### src/rtl/pcs_lctl_pkg.sv
// Package: shared field positions, the decoded control word type, the
// speed code type and pack/unpack helpers for the PCS link control block.
// Assumes a 32-bit control word; unlisted bits are unimplemented.
package pcs_lctl_pkg;

    localparam int REG_W   = 32;
    localparam int SPD_W   = 2;

    localparam int B_FLINK = 0;
    localparam int B_FSPD  = 1;
    localparam int B_FDUP  = 3;
    localparam int B_FSD   = 4;
    localparam int B_FRC   = 5;
    localparam int B_LLE   = 6;
    localparam int B_ANEN  = 16;
    localparam int B_ANRS  = 17;
    localparam int B_TMO   = 18;
    localparam int B_BYP   = 19;
    localparam int B_TRG   = 20;

    typedef enum logic [SPD_W-1:0] {
        SPD_10   = 2'b00,
        SPD_100  = 2'b01,
        SPD_1000 = 2'b10,
        SPD_RSVD = 2'b11
    } speed_e;

    typedef struct packed {
        logic   trig_en;
        logic   idle_byp;
        logic   tmo_en;
        logic   an_en;
        logic   latch_en;
        logic   force_link;
        logic   force_sd;
        logic   frc_full;
        speed_e frc_speed;
        logic   frc_link;
    } lctl_t;

    localparam lctl_t CTRL_RST = '{
        trig_en:    1'b0,
        idle_byp:   1'b0,
        tmo_en:     1'b1,
        an_en:      1'b0,
        latch_en:   1'b0,
        force_link: 1'b0,
        force_sd:   1'b0,
        frc_full:   1'b1,
        frc_speed:  SPD_1000,
        frc_link:   1'b0
    };

    // Decode a written word into the stored control fields.
    function automatic lctl_t unpack_ctrl(input logic [REG_W-1:0] w);
        lctl_t c;
        c.frc_link   = w[B_FLINK];
        c.frc_speed  = speed_e'(w[B_FSPD +: SPD_W]);
        c.frc_full   = w[B_FDUP];
        c.force_sd   = w[B_FSD];
        c.force_link = w[B_FRC];
        c.latch_en   = w[B_LLE];
        c.an_en      = w[B_ANEN];
        c.tmo_en     = w[B_TMO];
        c.idle_byp   = w[B_BYP];
        c.trig_en    = w[B_TRG];
        return c;
    endfunction

    // Encode the stored fields and the restart flag into a read value.
    function automatic logic [REG_W-1:0] pack_ctrl(input lctl_t c, input logic rs);
        logic [REG_W-1:0] w;
        w = '0;
        w[B_FLINK]         = c.frc_link;
        w[B_FSPD +: SPD_W] = c.frc_speed;
        w[B_FDUP]          = c.frc_full;
        w[B_FSD]           = c.force_sd;
        w[B_FRC]           = c.force_link;
        w[B_LLE]           = c.latch_en;
        w[B_ANEN]          = c.an_en;
        w[B_ANRS]          = rs;
        w[B_TMO]           = c.tmo_en;
        w[B_BYP]           = c.idle_byp;
        w[B_TRG]           = c.trig_en;
        return w;
    endfunction

    // Map a speed code to a legal one; the reserved code becomes gigabit.
    function automatic speed_e legal_speed(input speed_e s);
        return (s == SPD_RSVD) ? SPD_1000 : s;
    endfunction

endpackage

### src/rtl/pcs_lctl_regs.sv
// Control word storage. Holds the writable fields, produces the one-cycle
// restart flag and a one-cycle "enable written" flag, and forms the
// read value. Assumes wr_en is a single-cycle strobe in the clk domain.
module pcs_lctl_regs
    import pcs_lctl_pkg::*;
#(
    parameter int W = REG_W
) (
    input  logic         clk,
    input  logic         rst_n,
    input  logic         wr_en,
    input  logic [W-1:0] wr_data,
    output logic [W-1:0] rd_data,
    output lctl_t        ctrl,
    output logic         restart,
    output logic         en_written
);

    localparam logic [W-1:0] KEEP_MASK =
        W'((1 << B_FLINK) | (3 << B_FSPD) | (1 << B_FDUP) | (1 << B_FSD) |
           (1 << B_FRC) | (1 << B_LLE) | (1 << B_ANEN) | (1 << B_TMO) |
           (1 << B_BYP) | (1 << B_TRG));

    lctl_t ctrl_q;
    logic  restart_q;
    logic  en_wr_q;

    // Store the writable fields on a write.
    always_ff @(posedge clk) begin
        if (!rst_n)
            ctrl_q <= CTRL_RST;
        else if (wr_en)
            ctrl_q <= unpack_ctrl(wr_data);
    end

    // Self-clearing restart flag and enable-written flag, one cycle each.
    always_ff @(posedge clk) begin
        if (!rst_n) begin
            restart_q <= 1'b0;
            en_wr_q   <= 1'b0;
        end else begin
            restart_q <= wr_en & wr_data[B_ANRS];
            en_wr_q   <= wr_en & wr_data[B_ANEN];
        end
    end

    // Read value and field outputs.
    always_comb begin
        rd_data    = pack_ctrl(ctrl_q, restart_q);
        ctrl       = ctrl_q;
        restart    = restart_q;
        en_written = en_wr_q;
    end

    AST_RESTART_ONE_CYCLE: assert property (@(posedge clk) disable iff (!rst_n)
        restart_q |=> !restart_q);
    AST_WRITE_KEEPS_FIELDS: assert property (@(posedge clk) disable iff (!rst_n)
        wr_en |=> ((rd_data & KEEP_MASK) == ($past(wr_data) & KEEP_MASK)));

endmodule

### src/rtl/pcs_lctl_resolve.sv
// Link, speed and duplex resolution. Purely combinational: picks forced
// or negotiated values from the control fields, the port mode and the
// engine results. Assumes the engine inputs are already in the clk domain.
module pcs_lctl_resolve
    import pcs_lctl_pkg::*;
(
    input  logic       clk,
    input  logic       rst_n,
    input  lctl_t      ctrl,
    input  logic       sgmii_mode,
    input  logic       an_link_ok,
    input  speed_e     an_speed,
    input  logic       an_duplex,
    input  logic       idle_timeout,
    output logic       link_up,
    output speed_e     speed,
    output logic       full_duplex
);

    logic tmo_up;
    logic use_forced;

    // Link: forced value or engine result, with SerDes idle timeout.
    always_comb begin
        tmo_up = ctrl.tmo_en & ctrl.an_en & ~sgmii_mode & idle_timeout;
        if (ctrl.force_link)
            link_up = ctrl.frc_link;
        else
            link_up = an_link_ok | tmo_up;
    end

    // Speed and duplex: forced when requested, negotiation off, or SerDes.
    always_comb begin
        use_forced = ctrl.force_sd | ~ctrl.an_en | ~sgmii_mode;
        if (use_forced) begin
            speed       = legal_speed(ctrl.frc_speed);
            full_duplex = ctrl.frc_full;
        end else begin
            speed       = legal_speed(an_speed);
            full_duplex = an_duplex;
        end
    end

    AST_SPEED_LEGAL: assert property (@(posedge clk) disable iff (!rst_n)
        speed != SPD_RSVD);

endmodule

### src/rtl/pcs_lctl_latch.sv
// Latch-low link status. When enabled, a falling edge of the link is held
// low until the processor read strobe; otherwise the status is live.
// Assumes stat_rd is a single-cycle strobe; a fall in the same cycle wins.
module pcs_lctl_latch (
    input  logic clk,
    input  logic rst_n,
    input  logic latch_en,
    input  logic link,
    input  logic stat_rd,
    output logic link_stat
);

    logic prev_q;
    logic held_q;
    logic fall;

    // Detect a falling edge against last cycle's link.
    always_comb fall = prev_q & ~link;

    // Remember last cycle's link state.
    always_ff @(posedge clk) begin
        if (!rst_n)
            prev_q <= 1'b0;
        else
            prev_q <= link;
    end

    // Hold flag: set on a fall, released by a read or by disabling.
    always_ff @(posedge clk) begin
        if (!rst_n)
            held_q <= 1'b0;
        else if (!latch_en)
            held_q <= 1'b0;
        else if (fall)
            held_q <= 1'b1;
        else if (stat_rd)
            held_q <= 1'b0;
    end

    // Reported status: low while held, live otherwise.
    always_comb link_stat = ~held_q & link;

    AST_FALL_HELD_LOW: assert property (@(posedge clk) disable iff (!rst_n)
        (latch_en && prev_q && !link) |=> !link_stat);

endmodule

### src/rtl/pcs_lctl_antrig.sv
// Autonegotiation control lines: enable level, restart pulse, start
// trigger with SGMII sync-fail gating, and SGMII idle-detect bypass.
// Assumes restart and en_written are one-cycle flags from the registers.
module pcs_lctl_antrig
    import pcs_lctl_pkg::*;
(
    input  logic  clk,
    input  logic  rst_n,
    input  lctl_t ctrl,
    input  logic  restart,
    input  logic  en_written,
    input  logic  sgmii_mode,
    input  logic  sync_fail,
    input  logic  phy_msg,
    output logic  an_enable,
    output logic  an_restart,
    output logic  an_trigger,
    output logic  an_idle_bypass
);

    logic sync_req;

    // Sync failure starts negotiation unless gated off in SGMII mode.
    always_comb sync_req = sync_fail & (~sgmii_mode | ctrl.trig_en);

    // Drive the engine control lines.
    always_comb begin
        an_enable      = ctrl.an_en;
        an_restart     = restart;
        an_trigger     = ctrl.an_en & (restart | en_written | phy_msg | sync_req);
        an_idle_bypass = ctrl.an_en & ctrl.idle_byp & sgmii_mode;
    end

    AST_NO_TRIG_DISABLED: assert property (@(posedge clk) disable iff (!rst_n)
        !an_enable |-> !an_trigger);

endmodule

### src/rtl/pcs_link_ctrl.sv
// Top: PCS link control word with link, speed and duplex resolution,
// latch-low status and autonegotiation control lines. Assumes a single
// clock domain and synchronous active-low reset.
module pcs_link_ctrl
    import pcs_lctl_pkg::*;
#(
    parameter int DATA_W = REG_W,
    parameter int SPEED_W = SPD_W
) (
    input  logic               clk,
    input  logic               rst_n,
    input  logic               wr_en,
    input  logic [DATA_W-1:0]  wr_data,
    output logic [DATA_W-1:0]  rd_data,
    input  logic               stat_rd,
    input  logic               sgmii_mode,
    input  logic               an_link_ok,
    input  logic [SPEED_W-1:0] an_speed,
    input  logic               an_duplex,
    input  logic               sync_fail,
    input  logic               idle_timeout,
    input  logic               phy_msg,
    output logic               link_up,
    output logic [SPEED_W-1:0] speed,
    output logic               full_duplex,
    output logic               link_stat,
    output logic               an_enable,
    output logic               an_restart,
    output logic               an_trigger,
    output logic               an_idle_bypass
);

    lctl_t  ctrl;
    logic   restart;
    logic   en_written;
    speed_e spd_res;

    pcs_lctl_regs #(.W(DATA_W)) u_regs (
        .clk        (clk),
        .rst_n      (rst_n),
        .wr_en      (wr_en),
        .wr_data    (wr_data),
        .rd_data    (rd_data),
        .ctrl       (ctrl),
        .restart    (restart),
        .en_written (en_written)
    );

    pcs_lctl_resolve u_resolve (
        .clk          (clk),
        .rst_n        (rst_n),
        .ctrl         (ctrl),
        .sgmii_mode   (sgmii_mode),
        .an_link_ok   (an_link_ok),
        .an_speed     (speed_e'(an_speed)),
        .an_duplex    (an_duplex),
        .idle_timeout (idle_timeout),
        .link_up      (link_up),
        .speed        (spd_res),
        .full_duplex  (full_duplex)
    );

    // Present the resolved speed code at the port width.
    always_comb speed = SPEED_W'(spd_res);

    pcs_lctl_latch u_latch (
        .clk       (clk),
        .rst_n     (rst_n),
        .latch_en  (ctrl.latch_en),
        .link      (link_up),
        .stat_rd   (stat_rd),
        .link_stat (link_stat)
    );

    pcs_lctl_antrig u_antrig (
        .clk            (clk),
        .rst_n          (rst_n),
        .ctrl           (ctrl),
        .restart        (restart),
        .en_written     (en_written),
        .sgmii_mode     (sgmii_mode),
        .sync_fail      (sync_fail),
        .phy_msg        (phy_msg),
        .an_enable      (an_enable),
        .an_restart     (an_restart),
        .an_trigger     (an_trigger),
        .an_idle_bypass (an_idle_bypass)
    );

    AST_FORCED_LINK_DOWN: assert property (@(posedge clk) disable iff (!rst_n)
        (ctrl.force_link && !ctrl.frc_link) |-> !link_stat);

endmodule

### config.mk
export PLATFORM = sky130hd
export DESIGN_NAME = pcs_link_ctrl
export DESIGN_NICKNAME = d
export VERILOG_FILES = /design/src/rtl/pcs_lctl_pkg.sv /design/src/rtl/pcs_lctl_regs.sv /design/src/rtl/pcs_lctl_resolve.sv /design/src/rtl/pcs_lctl_latch.sv /design/src/rtl/pcs_lctl_antrig.sv /design/src/rtl/pcs_link_ctrl.sv
export SDC_FILE = /design/constraint.sdc
export NUM_CORES = 1
export LEC_CHECK = 0
export BUFFER_PORTS_ARGS = -buffer_cell sky130_fd_sc_hd__buf_4
export CORE_MARGIN = 4
export CORE_UTILIZATION = 34
export DETAILED_ROUTE_END_ITERATION = 7
export GPL_TIMING_DRIVEN = 0
export PLACE_DENSITY = 0.81
export SLEW_MARGIN = 20
export SYNTH_ARGS = -nofsm -noshare
export SYNTH_HDL_FRONTEND = slang
export SYNTH_SLANG_ARGS = --single-unit
### constraint.sdc
create_clock -name clk -period 1.15 [get_ports clk]
set_clock_uncertainty 0.15 [all_clocks]
set_input_delay 0.1725 -clock clk [delete_from_list [all_inputs] [get_ports clk]]
set_output_delay 0.1725 -clock clk [all_outputs]
set_load 0.05 [all_outputs]
* After elaboration in Yosys (flattened, before gate mapping)
Index checks and enable logic that the tools add are counted. Widths: inputs -> output; s select.
Operators by class: muxes and demuxes 7, reduce and logical (&&, ||, !) cells 2, shift operators 0, eq/ne operators 2, div/mod/pow operators 0, order comparisons 0, add/sub/neg operators 0, $mul 0, bitwise gates (word level) 22
Operators with widths (count):
- $and 1x1->1 | 11
- $or 1x1->1 | 7
- $mux 2 | 3
- $eq 2x2->1 const B | 2
- $mux 1 | 4
- $not 1->1 | 4
- $reduce_and 2->1 | 1
- $reduce_bool 2->1 | 1
Storage, ports and cells: output and inout bits 41, memory bits (read-only) 0, bits in latches 0, memories 0, input bits 44, register bits after elaboration 15, word-level logic and storage cells 47, bits in writable memories 0

* Longest topological paths before layout
depth after elaboration 8, depth in mapped cells 4, gate-level depth less buffers 3

* Hierarchy
A second synthesis with hierarchy kept.
Second synthesis, totals: cell total of the unflattened synthesis 98, area, all modules 950.9 um^2
Modules (own cells, without submodules):
- pcs_lctl_regs | times used 1, area each 726.9 um^2, sequential area each 260.2 um^2, cells each 73
- pcs_lctl_resolve | times used 1, area each 96.3 um^2, sequential area each 0.0 um^2, cells each 10
- pcs_lctl_latch | times used 1, area each 78.8 um^2, sequential area each 40.0 um^2, cells each 8
- pcs_lctl_antrig | times used 1, area each 48.8 um^2, sequential area each 0.0 um^2, cells each 7

* Least setup slack after synthesis
No wires, ideal clock.
path kind register to output, start register u_regs.ctrl_q, in the netlist u_regs.ctrl[7], end output speed[0], data arrival time 2050 ps, cell stages (with the launch flop) 3, path slack -1222 ps, path buffers 0, data required time 827 ps, cell sequence dfxtp_1 > nand3b_1 > o21ai_0
On the way: longest elaborated chain between the ends 4
Ends and longest elaborated chain:
- start: declaration | line pcs_lctl_regs.sv:24 | lctl_t ctrl_q;
- start signal: assignment | line pcs_lctl_regs.sv:33 | ctrl_q <= unpack_ctrl(wr_data);
- $not 1->1 | line pcs_lctl_resolve.sv:34 | use_forced = ctrl.force_sd | ~ctrl.an_en | ~sgmii_mode;
- $or 1x1->1 (2 in a row) | line pcs_lctl_resolve.sv:34
- $mux 2 | line pcs_lctl_resolve.sv:35 | if (use_forced) begin
- end: declaration | line pcs_link_ctrl.sv:24 | output logic [SPEED_W-1:0] speed,
No other way between the ends.

* Worst setup path in the final report
start register u_regs.ctrl_q, in the netlist u_regs.ctrl[4], end output speed[1]
On the way: longest elaborated chain between the ends 3
Ends and longest elaborated chain (line):
- $or 1x1->1 (2 in a row) | pcs_lctl_resolve.sv:34
- $mux 2 | pcs_lctl_resolve.sv:35
No other way between the ends.

==> impl_results.md <==
* Status: finished, violations left
* Failing checks: hold timing, setup timing
* P_int at 986 uW
* Drt drc at 0
* FILL cells at 150
* Worst hold path class: primary input to register
* Post-synthesis cell area at 828 um^2
* Dpl hpwl at 1660 um
* RSZ-0062 raised after global routing: yes
* Core area at 0.00225 mm^2
* Register area share after synthesis at 36.3%
* Wl on met1 at 1020 um
* Final worst setup slack at -0.580 ns
* Yosys cell types at 24
* Die height at 57.4 um
* Reg2reg path depth at 3
* Largest family of logic cells by synthesized area: buffers and inverters
* FF+latch count, synth at 15
* Worst Path Arrival at 1.41 ns
* Tot Pwr at 1.62 mW
* Adder-Cell Fraction of Synth Area at 0%
* Number of global-route vias before repair at 927
* Worst slack, placed at -0.322 ns
* Total Wirelength at 2870 um
* Wire per inst at 14.7 um
* Top area cells in the synthesized netlist: dfxtp_1 (36%), buf_4 (22%), mux2i_1 (13%)
* DIE WIDTH at 57.4 um
* Synthesized area per cell at 9.41 um^2
* Simple-Gate Fraction of Synth Area at 18.7%
* Prevailing post-synth register cell: dfxtp_1
* Clock-pin slew on the worst setup and hold paths at 0.09 ns
* Startpoint type of the worst setup path: register
* Worst R2R End: u_latch.prev_q
* XOR/XNOR Fraction of Synth Area at 0%
* DR vias at 857
* Area leader, netlist: dfxtp_1
* Fmax at 0.578 GHz
* Synthesized instance count at 88
* First-pass GRT wire length at 4190 um
* Hold Path Origin: wr_data[19]
* Worst r2r src: u_regs.ctrl[7]
* Async SR Flop Fraction at 0%
* Vias per Instance at 4.39
* VDD IR max at 0.875 mV
* FF-to-FF setup slack at -0.04 ns
* EDFF count, synth at 0
* Warnings, synthesis at 0
* Hold depth at 3
* Crit Path Category: register to primary output
* TritonCTS buffer count at 3
* Post-route ant nets at 0
* Max-cap violations at 0
* Psw at 633 uW
* Total GRT Usage at 16.6%
* Combinational fraction of design power at 45.5%
* Sw Ratio at 39.1%
* Worst EP required at 0.83 ns
* CTS tree: built
* Layout overhead on the synthesized area at 98.3%
* Met2 wire length at 1440 um
* Met3 WL post-DR at 293 um
* Crit Path Max Fanout at 3
* Largest net degree at the start of global routing at 11
* Final hold violation count at 2
* Clk Latency, worst-skew pair at 0.28 ns
* Routability Congestion at 0.629
* Utilization after layout at 72.9%
* Clock root buffer: clkbuf_4
* Max clock buf depth at 2
* # IOs at 85
* Sequential share of power at 35.5%
* Clock Sinks at 15
* Share of layout cells above drive strength 1 at 61.7%
* Overflow left after global routing at 0
* Fin nets at 212
* Die area at 0.00329 mm^2
* TritonRoute pass-1 iters at 4
* Tcrit/Tclk final at 150%
* Post-layout minimum cycle time at 1.73 ns
* Total number of H-tree levels at 1
* Leak at 0.830 nW
* Largest stage delay, worst path at 0.36 ns
* Setup crit end kind: primary output
* Number of antenna diodes at 0
* Max Used Layer: met4
* Final setup vio count at 14
* WHS at -0.00629 ns
* Clock share of power at 19.0%
* Post-synthesis mux area share at 16.0%
* Slew Limit Fails at 0
* Synth Area in Compound Gates at 4.38%
* Initial Utilization at 36.7%
* Power Dens Cells at 985 mW/mm^2
* PortBufs at 43
* Commonest cells post-synth: buf_4 (24), dfxtp_1 (15), mux2i_1 (11), nor2b_1 (10), nand2_1 (4)
* Detailed router's first-iteration violation count at 5
* Synth top area share at 36.3%
* Cell Rows at 17
* Critical Path Slowest Stage Cell: mux2_4
* Most common cell in the netlist: buf_4
* Hold endpoint: u_regs.ctrl[9]
* Antenna violations before repair at 0
* Crit-path cells: nand3b_1 -> mux2_4 -> buf_6
sequential cells by signal, indices dropped and copies added, names as in the netlist:
name / flops
u_regs.ctrl: 11
u_latch.held_q: 1
u_latch.prev_q: 1
u_regs.en_written: 1
u_regs.restart: 1
layout by cell type (no fill, tap or decap), drive strengths merged:
master	instances
nor3	1
mux2i	11
dlygate4sd3	6
a21boi	1
a21oi	3
nor2b	10
and3	3
dfxtp	15
inv	1
nand2	4
and2	1
conb	20
buf	76
nand3b	2
nor2	1
clkbuf	4
nand4b	1
nand2b	1
nand3	1
and2b	1
o21ai	2
mux2	2
metal layers:
layer | global-route usage (%) | vias to the layer above
met5 | 0 | -
met4 | 8.94 | 0
met3 | 4.98 | 12
met2 | 30.2 | 58
met1 | 16.6 | 382
li1 | - | 405
power groups by stage:
stage | clock network [mW] | logic, mW | registers, mW
final | 0.308 | 0.736 | 0.575
after global routing | 0.336 | 0.767 | 0.578
after CTS | 0.296 | 0.676 | 0.574
after detailed placement | 0 | 0.600 | 0.583
after global placement | 0 | 0.594 | 0.581
after floorplan | 0 | 0.380 | 0.656
what timing repair did:
| item | in CTS | in global routing |
|---|---|---|
| buffers inserted | 9 | 4 |
| gates cloned | 0 | 0 |
| hold endpoints to repair | 6 | 0 |
| gates resized for setup | 32 | 32 |
| pin swaps | 5 | 4 |
| setup endpoints to repair | 18 | 22 |
| hold buffers | 6 | 0 |
worst max-delay path, delay by kind of cell (launching register included):
family / cells / cell delay, ns
buffers and inverters: 1 / 0.15
flip-flops: 1 / 0.35
multiplexers: 1 / 0.36
AND/OR/NAND/NOR: 1 / 0.26
per-stage QoR:
step	hold WS, ns	area [um^2]	std cells	setup TNS, ns
after global routing	0.00379	1640	195	-4.58
after CTS	0.00262	1560	196	-3.81
after detailed placement	0.254	1300	178	-1.28
after global placement	0.237	1300	178	-1.21
final	-0.00629	1640	195	-4.04
after floorplan	0.149	943	107	-2.41
cells by family after synthesis:
group,after synthesis
buf+inv,27
other cells,1
flops,15
mux,13
compound gates,6
simple gates,26
final cells by class:
class / instances / area (um^2) / share of cell area (%)
Timing Repair Buffer: 57 / 593 / 36.1
Multi-Input combinational cell: 65 / 454 / 27.6
Sequential cell: 15 / 338 / 20.6
Buffer: 25 / 193 / 11.7
Tap cell: 28 / 35.0 / 2.13
Clock buffer: 4 / 26.3 / 1.60
Inverter: 1 / 3.75 / 0.228
how the worst max path moves through the flow:
stage	start	end	slack, ns	depth (start not counted)
5_1_grt	u_regs.ctrl[4]	speed[1]	-0.63	3
6_report	u_regs.ctrl[4]	speed[1]	-0.58	3
3_5_place_dp	u_regs.ctrl[4]	speed[1]	-0.32	3
2_1_floorplan	u_regs.ctrl[7]	link_stat	-0.54	3
3_3_place_gp	u_regs.ctrl[4]	full_duplex	-0.30	3
4_1_cts	u_regs.ctrl[4]	full_duplex	-0.55	3
Note: power is estimated with default switching activity, not from simulation.
